[src/rtl/spi_ctl_pkg.sv]
package spi_ctl_pkg;

  localparam int FRAME_W = 8;
  localparam int HCNT_W  = 7;

  localparam logic [1:0] ADR_CTRL = 2'd0;
  localparam logic [1:0] ADR_STAT = 2'd1;
  localparam logic [1:0] ADR_DATA = 2'd2;

  localparam int CB_IRQ_EN = 7;
  localparam int CB_ENABLE = 6;
  localparam int CB_MASTER = 4;
  localparam int CB_SS_IN  = 3;

  // last count of one SCK half period, in system clocks
  function automatic logic [HCNT_W-1:0] half_limit(input logic dbl, input logic [1:0] rate);
    logic [2:0] e;
    logic [HCNT_W-1:0] one;
    case (rate)
      2'd0:    e = 3'd1;
      2'd1:    e = 3'd3;
      2'd2:    e = 3'd5;
      default: e = 3'd6;
    endcase
    e   = e - {2'b00, dbl};
    one = {{(HCNT_W-1){1'b0}}, 1'b1};
    return (one << e) - one;
  endfunction

endpackage

[src/rtl/spi_ctl_sync.sv]
module spi_ctl_sync #(
  parameter int          W      = 1,
  parameter int          STAGES = 2,
  parameter logic [W-1:0] RST   = '0
) (
  input  logic         clk,
  input  logic         rst_n,
  input  logic [W-1:0] d,
  output logic [W-1:0] q
);
  localparam int CW = W * STAGES;

  logic [CW-1:0] chain_q;
  logic [CW-1:0] chain_n;

  always_comb begin
    chain_n = {chain_q[CW-W-1:0], d};
  end

  always_ff @(posedge clk or negedge rst_n) begin
    if (!rst_n) chain_q <= {STAGES{RST}};
    else        chain_q <= chain_n;
  end

  assign q = chain_q[CW-1 -: W];
endmodule

[src/rtl/spi_ctl_rate.sv]
module spi_ctl_rate
  import spi_ctl_pkg::*;
(
  input  logic       clk,
  input  logic       rst_n,
  input  logic       run,
  input  logic       dbl,
  input  logic [1:0] rate,
  output logic       tick
);
  logic [HCNT_W-1:0] cnt_q, cnt_n, lim;

  always_comb begin
    lim  = half_limit(dbl, rate);
    tick = run && (cnt_q == lim);
    if (!run || tick) cnt_n = '0;
    else              cnt_n = cnt_q + 1'b1;
  end

  always_ff @(posedge clk or negedge rst_n) begin
    if (!rst_n) cnt_q <= '0;
    else        cnt_q <= cnt_n;
  end
endmodule

[src/rtl/spi_ctl_engine.sv]
module spi_ctl_engine #(
  parameter int DW = 8
) (
  input  logic          clk,
  input  logic          rst_n,
  input  logic          en,
  input  logic          ms,
  input  logic          load,
  input  logic [DW-1:0] ldata,
  input  logic          tick,
  input  logic          miso_i,
  input  logic          sck_i,
  input  logic          mosi_i,
  input  logic          ss_n_i,
  output logic          busy,
  output logic          m_busy,
  output logic          done,
  output logic          ss_fall,
  output logic [DW-1:0] shreg,
  output logic          sck_o,
  output logic          sd_o
);
  localparam int BW = (DW > 1) ? $clog2(DW) : 1;
  localparam logic [BW-1:0] LAST = BW'(DW - 1);

  logic [DW-1:0] sreg_q, sreg_n;
  logic          samp_q, samp_n;
  logic [BW-1:0] bcnt_q, bcnt_n;
  logic          mbusy_q, mbusy_n;
  logic          sck_q, sck_n;
  logic          sckd_q, ssd_q;

  logic [2:0] pins_s;
  logic       ss_s, sck_s, mosi_s;
  logic       ss_sel, sck_rise, sck_fall;
  logic       m_on, s_on;

  spi_ctl_sync #(.W(3), .STAGES(2), .RST(3'b100)) u_sync (
    .clk   (clk),
    .rst_n (rst_n),
    .d     ({ss_n_i, sck_i, mosi_i}),
    .q     (pins_s)
  );

  assign ss_s   = pins_s[2];
  assign sck_s  = pins_s[1];
  assign mosi_s = pins_s[0];

  always_comb begin
    m_on     = en && ms;
    s_on     = en && !ms;
    ss_sel   = !ss_s;
    sck_rise = sck_s && !sckd_q;
    sck_fall = !sck_s && sckd_q;
    ss_fall  = !ss_s && ssd_q;
  end

  always_comb begin
    sreg_n  = sreg_q;
    samp_n  = samp_q;
    bcnt_n  = bcnt_q;
    mbusy_n = mbusy_q;
    sck_n   = sck_q;
    done    = 1'b0;
    if (m_on) begin
      if (mbusy_q) begin
        if (tick) begin
          if (!sck_q) begin
            sck_n  = 1'b1;
            samp_n = miso_i;
          end else begin
            sck_n  = 1'b0;
            sreg_n = {sreg_q[DW-2:0], samp_q};
            if (bcnt_q == LAST) begin
              bcnt_n  = '0;
              mbusy_n = 1'b0;
              done    = 1'b1;
            end else begin
              bcnt_n = bcnt_q + 1'b1;
            end
          end
        end
      end else if (load) begin
        sreg_n  = ldata;
        mbusy_n = 1'b1;
        sck_n   = 1'b0;
        bcnt_n  = '0;
      end
    end else begin
      mbusy_n = 1'b0;
      sck_n   = 1'b0;
      if (s_on) begin
        if (!ss_sel) begin
          bcnt_n = '0;
          if (load) sreg_n = ldata;
        end else begin
          if (sck_rise) samp_n = mosi_s;
          if (sck_fall) begin
            sreg_n = {sreg_q[DW-2:0], samp_q};
            if (bcnt_q == LAST) begin
              bcnt_n = '0;
              done   = 1'b1;
            end else begin
              bcnt_n = bcnt_q + 1'b1;
            end
          end
        end
      end else begin
        bcnt_n = '0;
        if (load) sreg_n = ldata;
      end
    end
  end

  always_ff @(posedge clk or negedge rst_n) begin
    if (!rst_n) begin
      sreg_q  <= '0;
      samp_q  <= 1'b0;
      bcnt_q  <= '0;
      mbusy_q <= 1'b0;
      sck_q   <= 1'b0;
      sckd_q  <= 1'b0;
      ssd_q   <= 1'b1;
    end else begin
      sreg_q  <= sreg_n;
      samp_q  <= samp_n;
      bcnt_q  <= bcnt_n;
      mbusy_q <= mbusy_n;
      sck_q   <= sck_n;
      sckd_q  <= sck_s;
      ssd_q   <= ss_s;
    end
  end

  assign busy   = m_on ? mbusy_q : (s_on && ss_sel);
  assign m_busy = mbusy_q;
  assign shreg  = sreg_q;
  assign sck_o  = sck_q;
  assign sd_o   = sreg_q[DW-1];
endmodule

[src/rtl/spi_ctl_flags.sv]
module spi_ctl_flags (
  input  logic clk,
  input  logic rst_n,
  input  logic stat_rd,
  input  logic data_acc,
  input  logic irq_ack,
  input  logic set_cf,
  input  logic set_wc,
  output logic cf,
  output logic wc
);
  logic cf_q, cf_n, wc_q, wc_n;
  logic arm_cf_q, arm_cf_n, arm_wc_q, arm_wc_n;

  always_comb begin
    cf_n     = cf_q;
    wc_n     = wc_q;
    arm_cf_n = arm_cf_q;
    arm_wc_n = arm_wc_q;
    if (stat_rd) begin
      arm_cf_n = cf_q;
      arm_wc_n = wc_q;
    end else if (data_acc) begin
      if (arm_cf_q || arm_wc_q) cf_n = 1'b0;
      if (arm_wc_q)             wc_n = 1'b0;
      arm_cf_n = 1'b0;
      arm_wc_n = 1'b0;
    end
    if (irq_ack) cf_n = 1'b0;
    if (set_cf)  cf_n = 1'b1;
    if (set_wc)  wc_n = 1'b1;
  end

  always_ff @(posedge clk or negedge rst_n) begin
    if (!rst_n) begin
      cf_q     <= 1'b0;
      wc_q     <= 1'b0;
      arm_cf_q <= 1'b0;
      arm_wc_q <= 1'b0;
    end else begin
      cf_q     <= cf_n;
      wc_q     <= wc_n;
      arm_cf_q <= arm_cf_n;
      arm_wc_q <= arm_wc_n;
    end
  end

  assign cf = cf_q;
  assign wc = wc_q;
endmodule

[src/rtl/spi_ctl.sv]
module spi_ctl
  import spi_ctl_pkg::*;
(
  input  logic               clk,
  input  logic               rst_n,
  input  logic [1:0]         addr,
  input  logic               wr_en,
  input  logic               rd_en,
  input  logic [FRAME_W-1:0] wdata,
  output logic [FRAME_W-1:0] rdata,
  input  logic               gie,
  input  logic               irq_ack,
  output logic               irq,
  output logic               sck_o,
  input  logic               sck_i,
  output logic               mosi_o,
  input  logic               mosi_i,
  output logic               miso_o,
  input  logic               miso_i,
  input  logic               ss_n_i,
  output logic               ss_n_o
);
  localparam int RS_STAGES = 2;

  logic [RS_STAGES-1:0] rst_pipe_q;
  logic                 rst_s_n;

  always_ff @(posedge clk or negedge rst_n) begin
    if (!rst_n) rst_pipe_q <= '0;
    else        rst_pipe_q <= {rst_pipe_q[RS_STAGES-2:0], 1'b1};
  end
  assign rst_s_n = rst_pipe_q[RS_STAGES-1];

  logic [FRAME_W-1:0] ctrl_q, ctrl_n;
  logic               dbl_q, dbl_n;
  logic               en, ms, ssi, irq_en;
  logic               wr_ctrl, wr_stat, wr_data, stat_rd, data_acc;
  logic               busy, m_busy, eng_done, ss_fall, tick, load;
  logic               set_cf, set_wc, cf, wc, sd;
  logic [FRAME_W-1:0] shreg;

  always_comb begin
    en       = ctrl_q[CB_ENABLE];
    ms       = ctrl_q[CB_MASTER];
    ssi      = ctrl_q[CB_SS_IN];
    irq_en   = ctrl_q[CB_IRQ_EN];
    wr_ctrl  = wr_en && (addr == ADR_CTRL);
    wr_stat  = wr_en && (addr == ADR_STAT);
    wr_data  = wr_en && (addr == ADR_DATA);
    stat_rd  = rd_en && (addr == ADR_STAT);
    data_acc = (rd_en || wr_en) && (addr == ADR_DATA);
    load     = wr_data && !busy && en;
    set_wc   = wr_data && busy;
    set_cf   = eng_done || (en && ms && ssi && ss_fall);
    ctrl_n   = wr_ctrl ? wdata : ctrl_q;
    dbl_n    = wr_stat ? wdata[0] : dbl_q;
  end

  always_ff @(posedge clk or negedge rst_s_n) begin
    if (!rst_s_n) begin
      ctrl_q <= '0;
      dbl_q  <= 1'b0;
    end else begin
      ctrl_q <= ctrl_n;
      dbl_q  <= dbl_n;
    end
  end

  spi_ctl_rate u_rate (
    .clk   (clk),
    .rst_n (rst_s_n),
    .run   (m_busy),
    .dbl   (dbl_q),
    .rate  (ctrl_q[1:0]),
    .tick  (tick)
  );

  spi_ctl_engine #(.DW(FRAME_W)) u_eng (
    .clk     (clk),
    .rst_n   (rst_s_n),
    .en      (en),
    .ms      (ms),
    .load    (load),
    .ldata   (wdata),
    .tick    (tick),
    .miso_i  (miso_i),
    .sck_i   (sck_i),
    .mosi_i  (mosi_i),
    .ss_n_i  (ss_n_i),
    .busy    (busy),
    .m_busy  (m_busy),
    .done    (eng_done),
    .ss_fall (ss_fall),
    .shreg   (shreg),
    .sck_o   (sck_o),
    .sd_o    (sd)
  );

  spi_ctl_flags u_flags (
    .clk      (clk),
    .rst_n    (rst_s_n),
    .stat_rd  (stat_rd),
    .data_acc (data_acc),
    .irq_ack  (irq_ack),
    .set_cf   (set_cf),
    .set_wc   (set_wc),
    .cf       (cf),
    .wc       (wc)
  );

  always_comb begin
    rdata = '0;
    if (rd_en) begin
      case (addr)
        ADR_CTRL: rdata = ctrl_q;
        ADR_STAT: rdata = {cf, wc, {(FRAME_W-3){1'b0}}, dbl_q};
        ADR_DATA: rdata = shreg;
        default:  rdata = '0;
      endcase
    end
  end

  assign irq    = cf && irq_en && gie;
  assign mosi_o = sd;
  assign miso_o = sd;
  assign ss_n_o = (en && ms && !ssi) ? !m_busy : 1'b1;
endmodule

[config.mk]
export PLATFORM = sky130hd
export DESIGN_NAME = spi_ctl
export DESIGN_NICKNAME = d
export VERILOG_FILES = /design/src/rtl/spi_ctl_pkg.sv /design/src/rtl/spi_ctl_sync.sv /design/src/rtl/spi_ctl_rate.sv /design/src/rtl/spi_ctl_engine.sv /design/src/rtl/spi_ctl_flags.sv /design/src/rtl/spi_ctl.sv
export SDC_FILE = /design/constraint.sdc
export NUM_CORES = 1
export LEC_CHECK = 0
export CAP_MARGIN = 20
export CORE_ASPECT_RATIO = 0.8
export CORE_UTILIZATION = 57
export CTS_CLUSTER_SIZE = 14
export DETAILED_ROUTE_END_ITERATION = 8
export DONT_BUFFER_PORTS = 1
export GPL_TIMING_DRIVEN = 0
export PLACE_DENSITY = 0.86
export SYNTH_ARGS = -nofsm -noshare
export SYNTH_HDL_FRONTEND = slang
export SYNTH_HIERARCHICAL = 1
export SYNTH_SLANG_ARGS = --single-unit
[constraint.sdc]
create_clock -name clk -period 1.3 [get_ports clk]
set_input_delay 0.39 -clock clk [delete_from_list [all_inputs] [get_ports clk]]
set_output_delay 0.39 -clock clk [all_outputs]
set_load 0.1 [all_outputs]
# [Word level (Yosys, flattened, before mapping)]
# Index checks and enable logic that the tools add are counted.
[word_totals] regBits=44 latch_bits=0 mem_bits_rw=0 rom_bits=0 inputBits=20 out_inout_bits=13 n_memories=0
[op_classes] addsub=4 multipliers=0 div=0 order_cmp=0 eq_ne=16 shifts=1 muxes=61 bitwise=0 n_reduce_logical=46
[op_table] op="8-bit two-way mux" count=9
[op_table] op="1-bit two-way mux" count=40
[op_table] op="3-bit two-way mux" count=9
[op_table] op="8-bit case mux with 3 select lines" count=1
[op_table] op="1-bit logical AND" count=20
[op_table] op="2-bit nonzero test" count=5
[op_table] op="3-bit case mux with 3 select lines" count=1
[op_table] op="3-bit AND reduction" count=3
[op_table] op="7-bit by 1-bit adder with 7-bit output, second input constant" count=1
[op_table] op="7-bit equality test" count=1
[op_table] op="1-bit zero test" count=7
[op_table] op="7-bit two-way mux" count=1
[op_table] op="1-bit by 3-bit << shifter with 7-bit output, first input constant" count=1
[op_table] op="7-bit by 1-bit subtractor with 7-bit output, second input constant" count=1
[op_table] op="2-bit by 1-bit inequality test with 1-bit output, second input constant" count=3
[op_table] op="3-bit by 2-bit inequality test with 1-bit output, second input constant" count=2
[op_table] op="3-bit inequality test, second input constant" count=2
[op_table] op="6-bit AND reduction" count=1
[op_table] op="3-bit nonzero test" count=2
[op_table] op="2-bit by 1-bit equality test with 1-bit output, second input constant" count=2
[op_table] op="2-bit equality test, second input constant" count=2
[op_table] op="2-bit zero test" count=2
[op_table] op="1-bit logical OR" count=4
[op_table] op="2-bit inequality test, second input constant" count=2
[op_table] op="6 further kinds" count=6

# [Depth between registers and ports, before layout]
# Gate-level depths: netlist of run 1.
[depth] depth_word=13 depth_mapped=18 mapped_depth_nobuf=17

# [Cells and area by module]
# Netlist of run 1, hierarchy kept.
[modules_own_cells] mod="spi_ctl_engine" instances=1 cells_per_inst=85 area_per_inst_um2=945.9 seq_area_each_um2=401.6
[modules_own_cells] mod="spi_ctl_rate" instances=1 cells_per_inst=78 area_per_inst_um2=700.7 seq_area_each_um2=175.2
[modules_own_cells] mod="spi_ctl" instances=1 cells_per_inst=58 area_per_inst_um2=648.1 seq_area_each_um2=275.3
[modules_own_cells] mod="spi_ctl_sync" instances=1 cells_per_inst=9 area_per_inst_um2=175.2 seq_area_each_um2=152.6
[modules_own_cells] mod="spi_ctl_flags" instances=1 cells_per_inst=13 area_per_inst_um2=158.9 seq_area_each_um2=100.1

# [Worst setup path after synthesis of run 1]
# No wires, ideal clock.
[synth_path] path_type="register to register" from="register ctrl_q[1]" to="register u_eng.bcnt_q[0]" arrival_time_ns=3.855 slack_ns=-2.680 path_stages_with_launch=17 n_path_buf=1 cell_sequence="dfrtp_1 and2_1 ha_1 xnor2_1 nor2b_1 nand2_1 ha_1 clkbuf_1 nor2b_1 a22o_1 a211o_1 a211oi_2 and3_1 nand2_1 a22o_2 a21oi_4 mux2_2"
[synth_between] elab_chain_cells=9 word_cells_on_any_way=11
[synth_rtl] element="start: declaration" line_no="spi_ctl.sv:34" rtl="logic [FRAME_W-1:0] ctrl_q, ctrl_n;"
[synth_rtl] element="start signal: assignment" line_no="spi_ctl.sv:64" rtl="ctrl_q <= ctrl_n;"
[synth_rtl] element="2-bit equality test (tied with other cells)" line_no="spi_ctl_pkg.sv:19" rtl="case (rate)"
[synth_rtl] element="3-bit case mux with 3 select lines (*)" line_no="spi_ctl_pkg.sv:19"
[synth_rtl] element="3-bit by 1-bit subtractor with 3-bit output (*)" line_no="spi_ctl_pkg.sv:25" rtl="e = e - {2'b00, dbl};"
[synth_rtl] element="1-bit by 3-bit << shifter with 7-bit output (*)" line_no="spi_ctl_pkg.sv:27" rtl="return (one << e) - one;"
[synth_rtl] element="7-bit by 1-bit subtractor with 7-bit output (*)" line_no="spi_ctl_pkg.sv:27"
[synth_rtl] element="7-bit equality test (*)" line_no="spi_ctl_rate.sv:15" rtl="tick = run && (cnt_q == lim);"
[synth_rtl] element="1-bit logical AND (*)" line_no="spi_ctl_rate.sv:15"
[synth_rtl] element="via tick" line_no="spi_ctl.sv:38" rtl="logic busy, m_busy, eng_done, ss_fall, tick, load;"
[synth_rtl] element="3-bit inequality test (no source line) (*)"
[synth_rtl] element="4-bit AND reduction (no source line) (*)"
[synth_rtl] element="end signal: assignment" line_no="spi_ctl_engine.sv:127" rtl="bcnt_q <= bcnt_n;"
[synth_rtl] element="end: declaration" line_no="spi_ctl_engine.sv:28" rtl="logic [BW-1:0] bcnt_q, bcnt_n;"
# The timed path passes the listed nets; every way through them passes the cells marked *.
# A chain may end at the register's enable or synchronous reset.

# [Worst setup path after layout of run 1]
# Ends and elaborated chain as after synthesis.

==> results.cfg, run 1 <==
[clocking]
h-tree-depth = 2
clock-sinks = 44
clock_path_buffers = 2
cts_root_buf = clkbuf_8
cts_made_buffers = 5
insertion_delay_ns = 0.31
tritoncts = built
clk_transition_reported_paths_ns = 0.09

[critical_path]
cp-startpoint = ctrl_q[1]
worst-endpoint-required_ns = 1.50
timing.critical_path.to = u_eng/bcnt_q[0]
r2r_setup_slack_ns = -2.20
r2r_start = ctrl_q[1]
cp-start-kind = flop
worstPathArrival_ns = 3.70
timing.rr.end = u_eng/bcnt_q[0]
end_kind = flop
r2r_cells = 16
ws_path_type = flop to flop
crit_fanout = 5

[timing]
final-max-slew-violation-count = 0
max-slew-margin-rel_pct = 58.9
postLayoutSetupSlackWorst_ns = -2.20
transition_at_the_pin_with_the_smallest_max_transition_slack_ns = 0.615
clock-skew-final_ns = 0.00656
ratio_of_final_minimum_period_to_clock_period_pct = 269
final_hold_viol_count = 0
grt_setup_unrepaired = true
max_freq_mhz = 286
finalSetupViolCount = 36
min_period_ns = 3.50

[grt]
first_pass_grt_wire_length_mm = 10.8
global_route.usage.total_pct = 28.9
number_of_global_route_vias_before_repair = 2139
grt_max_degree = 43
grt_antenna_before_repair = 0
grt-ovfl-total = 0

[synthesis]
post_synth_main_area_contributors = dfrtp_1 (39%), mux2i_1 (6.9%), mux2_2 (4.3%)
synth-seq-cells = 44
synthesis.nets = 268
muxShareOfSynthArea_pct = 11.1
synth.top_cell.area_share_pct = 39.0
synth_largest_area_cell = dfrtp_1
synthesis.area_per_instance_um2 = 10.8
synth.most_common_cell = dfrtp_1
area_share_of_fa_ha_maj_cells_after_synthesis_pct = 2.38
yosys_warnings = 6
async_set_or_reset_register_ratio_after_synthesis_pct = 100
synth_compound_area_share_pct = 16.4
synth_top_family_by_area = simple AND/OR/NAND/NOR gates
ys_top_cells_by_count = dfrtp_1 (41), mux2i_1 (18), nand2_1 (15)
synthXorXnorAreaFrac_pct = 3.66
synth-seq-area-share_pct = 42.0
netlist-cell-type-count = 62
syn_area_um2 = 2630
post_synth_inst_count = 243
synth_enable_flop_cells = 0
synthSimpleGateAreaFrac_pct = 19.8
ys_dominant_reg_cell = dfrtp_1

[floorplanning]
core_area_um2 = 4310
chipWidth_um = 77.9
initial_utilization_pct = 61.0
dieArea_um2 = 4890
rows = 21
die-height_um = 62.7
boundaryPins = 33

[drt]
routed_wirelength_mm = 7.08
drt_pass1_iterations = 4
drt-initial-drc-count = 250
vias = 2148
remaining_drc_errors = 0
route.antenna.remaining_nets = 0
via_per_inst = 6.23
detail_route.wl_per_cell_um = 20.5

[final_layout]
fraction_of_final_layout_cells_sized_beyond_drive_strength_1_pct = 49.3
design.final.nets = 312
synthToLayoutAreaGrowth_pct = 35.5
fill_cells = 237
layout.core_utilization_pct = 82.6
diode_insertion_count_for_antenna_repair = 0

[pwr]
power.density_cell_area_nw_per_um2 = 1620
p_total_w = 0.00575
static-leakage-power_nw = 1.56
vdd_ir_drop_max_mv = 1.10

[run]
drv_cap = 0

[outcome]
failed_checks = setup timing
outcome = finished, violations left

[hold_path]
path_type_of_the_worst_min_delay_path = primary input to flop

[placement]
place.port_buffers = 0
dpl.hpwl_mm = 3.83
place.gp.congestion = 0.854
==> state kept, by name (all words and copies together), names as in the netlist <==
| signal | cells |
|---|---|
| ctrl_q | 8 |
| u_eng/shreg | 8 |
| u_rate/cnt_q | 7 |
| u_eng/u_sync/chain_q | 6 |
| u_eng/bcnt_q | 3 |
| rst_pipe_q | 2 |
| dbl_q | 1 |
| u_eng/m_busy | 1 |
| u_eng/samp_q | 1 |
| u_eng/sck_o | 1 |
| u_eng/sckd_q | 1 |
| u_eng/ssd_q | 1 |
| u_flags/arm_cf_q | 1 |
| u_flags/arm_wc_q | 1 |
| u_flags/cf | 1 |
| u_flags/wc | 1 |
==> per-stage QoR <==
stage                     setup slack [ns]  cells  hold slack [ns]  area (µm²)  TNS (ns)
after floorplan                      -2.21    243           0.0944        2820    -41.58
after global placement               -2.48    300           0.0945        2900    -48.74
after detailed placement             -2.55    301           0.0945        2910    -49.84
after CTS                            -2.16    337           0.0609        3320    -45.67
after global routing                 -2.27    345           0.0531        3560    -48.61
final                                -2.20    345           0.0678        3560    -46.40
==> placed cells by master (no fill, tap or decap), types with 4 or more instances in the layout <==
cell	count
nand3b_1	5
a211oi_2	4
a2bb2oi_2	7
buf_8	5
nand3_1	6
or2b_1	7
nand2_1	10
and3_4	4
o21ai_1	4
nor2_1	7
xnor2_1	6
and2_4	5
mux2i_2	4
clkbuf_8	5
inv_1	6
dfrtp_2	5
dfrtp_1	33
mux2_2	9
mux2i_1	13
buf_6	9
buf_4	30
nor2_4	7
==> what timing repair did <==
| action | in CTS | in global routing |
|---|---|---|
| pin swaps | 16 | 21 |
| setup buffers | 27 | 11 |
| endpoints found under the hold margin | 2 | 0 |
| cloned | 1 | 0 |
| endpoints found under the setup margin | 36 | 37 |
| resized for setup | 20 | 39 |
| hold buffers | 1 | 0 |
==> cell families after synthesis <==
group	count (synthesis)
AO/OA/AOI/OAI	48
XOR/XNOR	11
adder cells (fa/ha/maj)	5
buffers and inverters	20
flip-flops	44
multiplexers	28
other	1
AND/OR/NAND/NOR	86
==> worst min path at each step <==
stage,start,to,slack (ns),cells after the start
finish,ss_n_i,u_eng/u_sync/chain_q[2],0.07,0
global route,ss_n_i,u_eng/u_sync/chain_q[2],0.05,0
CTS,ss_n_i,u_eng/u_sync/chain_q[2],0.06,0
detailed placement,rst_n,rst_pipe_q[0],0.09,0
global placement,rst_n,rst_pipe_q[0],0.09,0
floorplan,rst_n,rst_pipe_q[0],0.09,0
==> worst max-delay path, cell delays in order (launching register included) <==
cell      delay, ns
dfrtp_2        0.43
and2_4         0.15
ha_4           0.17
xnor2_4        0.14
nor2b_4        0.18
nand2_2        0.08
ha_4           0.17
buf_8          0.12
nor2b_4        0.11
a22o_1         0.18
a211o_1        0.30
a211oi_4       0.28
and3_4         0.26
nand2_4        0.05
a22o_4         0.26
a21oi_4        0.17
mux2_4         0.31
==> report_power, final <==
part / switching, W / leakage [nW] / total (W) / internal, W
logic: 0.00132 / 0.972 / 0.00263 / 0.00131
registers: 0.000392 / 0.529 / 0.00202 / 0.00163
clock network: 0.000526 / 0.0548 / 0.00111 / 0.000579
==> per-layer routing <==
| layer | part of all wire [%] | GRT usage (%) | up-vias |
|---|---|---|---|
| met5 | 0 | 0 | - |
| met4 | 1.8 | 11.3 | 0 |
| met3 | 6.7 | 6.57 | 14 |
| met2 | 49 | 44.5 | 89 |
| met1 | 43 | 39.8 | 1082 |
| li1 | - | - | 963 |
==> final cells by class <==
class	instances	area, µm²	area share [%]
Multi-Input combinational cell	179	1750	49.3
Sequential cell	44	1120	31.5
Timing Repair Buffer	38	345	9.70
Buffer	12	119	3.34
Tap cell	57	71.3	2.00
Clock buffer	5	68.8	1.93
Clock inverter	3	46.3	1.30
Inverter	7	33.8	0.949
Power figures use the tool's default switching activity.
==> run 2: changes to the inputs <==
SKIP_CTS_REPAIR_TIMING = 1   (was not set)
==> results.cfg, run 2 (synthesis results as in run 1) <==
[outcome]
outcome = finished, violations left
failed_checks = setup timing

[critical_path]
crit_fanout = 7
end_kind = flop
timing.critical_path.cells = and2_4 > ha_4 > xnor2_4 > nor2b_4 > nand2_2 > ha_4 > buf_8 > nor4b_1 > o21ai_0 > and3_1 > a211oi_4 > buf_6 > and3_4 > nand2_2 > a22o_4 > a21oi_4 > mux2_4
cp_slowest_cell = dfrtp_2
ws_path_type = flop to flop
worst-endpoint-required_ns = 1.50
r2r_start = ctrl_q[1]
cp_slowest_stage_delay_ns = 0.45
cp-startpoint = ctrl_q[1]
worstPathArrival_ns = 3.88
cp-start-kind = flop

[grt]
first_pass_grt_wire_length_mm = 9.50
number_of_global_route_vias_before_repair = 1941
grt_antenna_before_repair = 0
global_route.usage.total_pct = 25.2
grt-ovfl-total = 0
grt_max_degree = 43

[final_layout]
synthToLayoutAreaGrowth_pct = 34.7
design.final.nets = 319
diode_insertion_count_for_antenna_repair = 0
highest_count_cells_in_the_layout_ignoring_fill_and_taps = buf_4 (36), dfrtp_1 (32), mux2i_1 (13)
mostFrequentLayoutCell = buf_4
fraction_of_final_layout_cells_sized_beyond_drive_strength_1_pct = 46.1
post-route-cell-area_um2 = 3540

[placement]
dpl.hpwl_mm = 3.83
place.port_buffers = 0
placement.setup.worst_slack_ns = -2.55
place.gp.congestion = 0.854
placement.cell_area_um2 = 2910

[timing]
final_hold_viol_count = 0
transition_at_the_pin_with_the_smallest_max_transition_slack_ns = 0.649
min_period_ns = 3.68
ratio_of_final_minimum_period_to_clock_period_pct = 283
max_freq_mhz = 272
clock-skew-final_ns = 0.0111
max-slew-margin-rel_pct = 56.2
grt_setup_unrepaired = true
finalSetupViolCount = 36
fin_tns_setup_ns = -49.49
final-max-slew-violation-count = 0
postLayoutSetupSlackWorst_ns = -2.38

[hold_path]
path_type_of_the_worst_min_delay_path = primary input to flop
hold_path_startpoint = ss_n_i

[floorplanning]
rows = 21
initial_utilization_pct = 61.0
core_area_um2 = 4310
chipWidth_um = 77.9
die-height_um = 62.7
boundaryPins = 33
dieArea_um2 = 4890

[clocking]
cts_root_buf = clkbuf_8
clk_transition_reported_paths_ns = 0.09
tritoncts = built
insertion_delay_ns = 0.31
h-tree-depth = 2
clock_path_buffers = 2
clock-sinks = 44
cts_made_buffers = 5

[pwr]
power.density_cell_area_nw_per_um2 = 1630
static-leakage-power_nw = 1.55
vdd_ir_drop_max_mv = 1.04

[drt]
route.antenna.remaining_nets = 0
via_per_inst = 6.23
vias = 2193
drt-initial-drc-count = 216
routed_wirelength_mm = 6.83
drt_pass1_iterations = 4
remaining_drc_errors = 0
detail_route.wl_per_cell_um = 19.4

[run]
drv_cap = 0
-- run 2: cell count changes in the layout (fill, tap and decap cells not counted), sizes merged --
cell	change
clkbuf	+1
buf	+6
-- run 2: critical path: cells and delay by family (launching register included) --
family	cells	cell delay [ns]
compound gates	4	0.82
xor+xnor	1	0.16
buf+inv	2	0.28
fa+ha+maj	2	0.36
simple gates	7	1.17
flops	1	0.45
mux	1	0.31
-- run 2: final timing paths --
path                                           endpoint  slack [ns]  cells past startpoint
worst min register to register  u_eng/u_sync/chain_q[3]        0.32                      0
worst max-delay path                    u_eng/bcnt_q[0]       -2.38                     17
max in group asynchronous                u_eng/shreg[7]        0.55                      0
min in group asynchronous                 rst_pipe_q[1]        0.30                      1
worst min-delay path            u_eng/u_sync/chain_q[2]        0.06                      0
worst max register to register          u_eng/bcnt_q[0]       -2.38                     17
-- run 2: layer usage --
layer	global-route usage, %	up-vias	part of all wire, %
met3	5.55	13	6.1
met4	10.6	0	1.9
met1	35.3	1101	45
li1	-	984	-
met2	37.8	95	47
met5	0	-	0
-- run 2: through the flow --
stage / std cells / total power (W) / hold slack, ns / util, %
floorplan: 243 / 0.00356 / 0.0944 / -
global placement: 300 / 0.00376 / 0.0945 / 67.2
detailed placement: 301 / 0.00381 / 0.0945 / 67.5
CTS: 309 / 0.00491 / -0.244 / 70.2
global route: 352 / 0.00600 / 0.0497 / 82.2
finish: 352 / 0.00577 / 0.0648 / 82.2
-- run 2: where the power goes --
group,internal [W],switching [W]
registers,0.00163,0.000393
logic,0.00137,0.00127
clock network,0.000579,0.000526
total,0.00358,0.00219
-- run 2: cell type report --
| class | count | area, µm² |
|---|---|---|
| Sequential cell | 44 | 1120 |
| Timing Repair Buffer | 45 | 408 |
| Tap cell | 57 | 71.3 |
| Inverter | 7 | 33.8 |
| Fill cell | 232 | 768 |
| Multi-Input combinational cell | 179 | 1670 |
| Clock inverter | 3 | 46.3 |
| Buffer | 12 | 119 |
| Clock buffer | 5 | 68.8 |
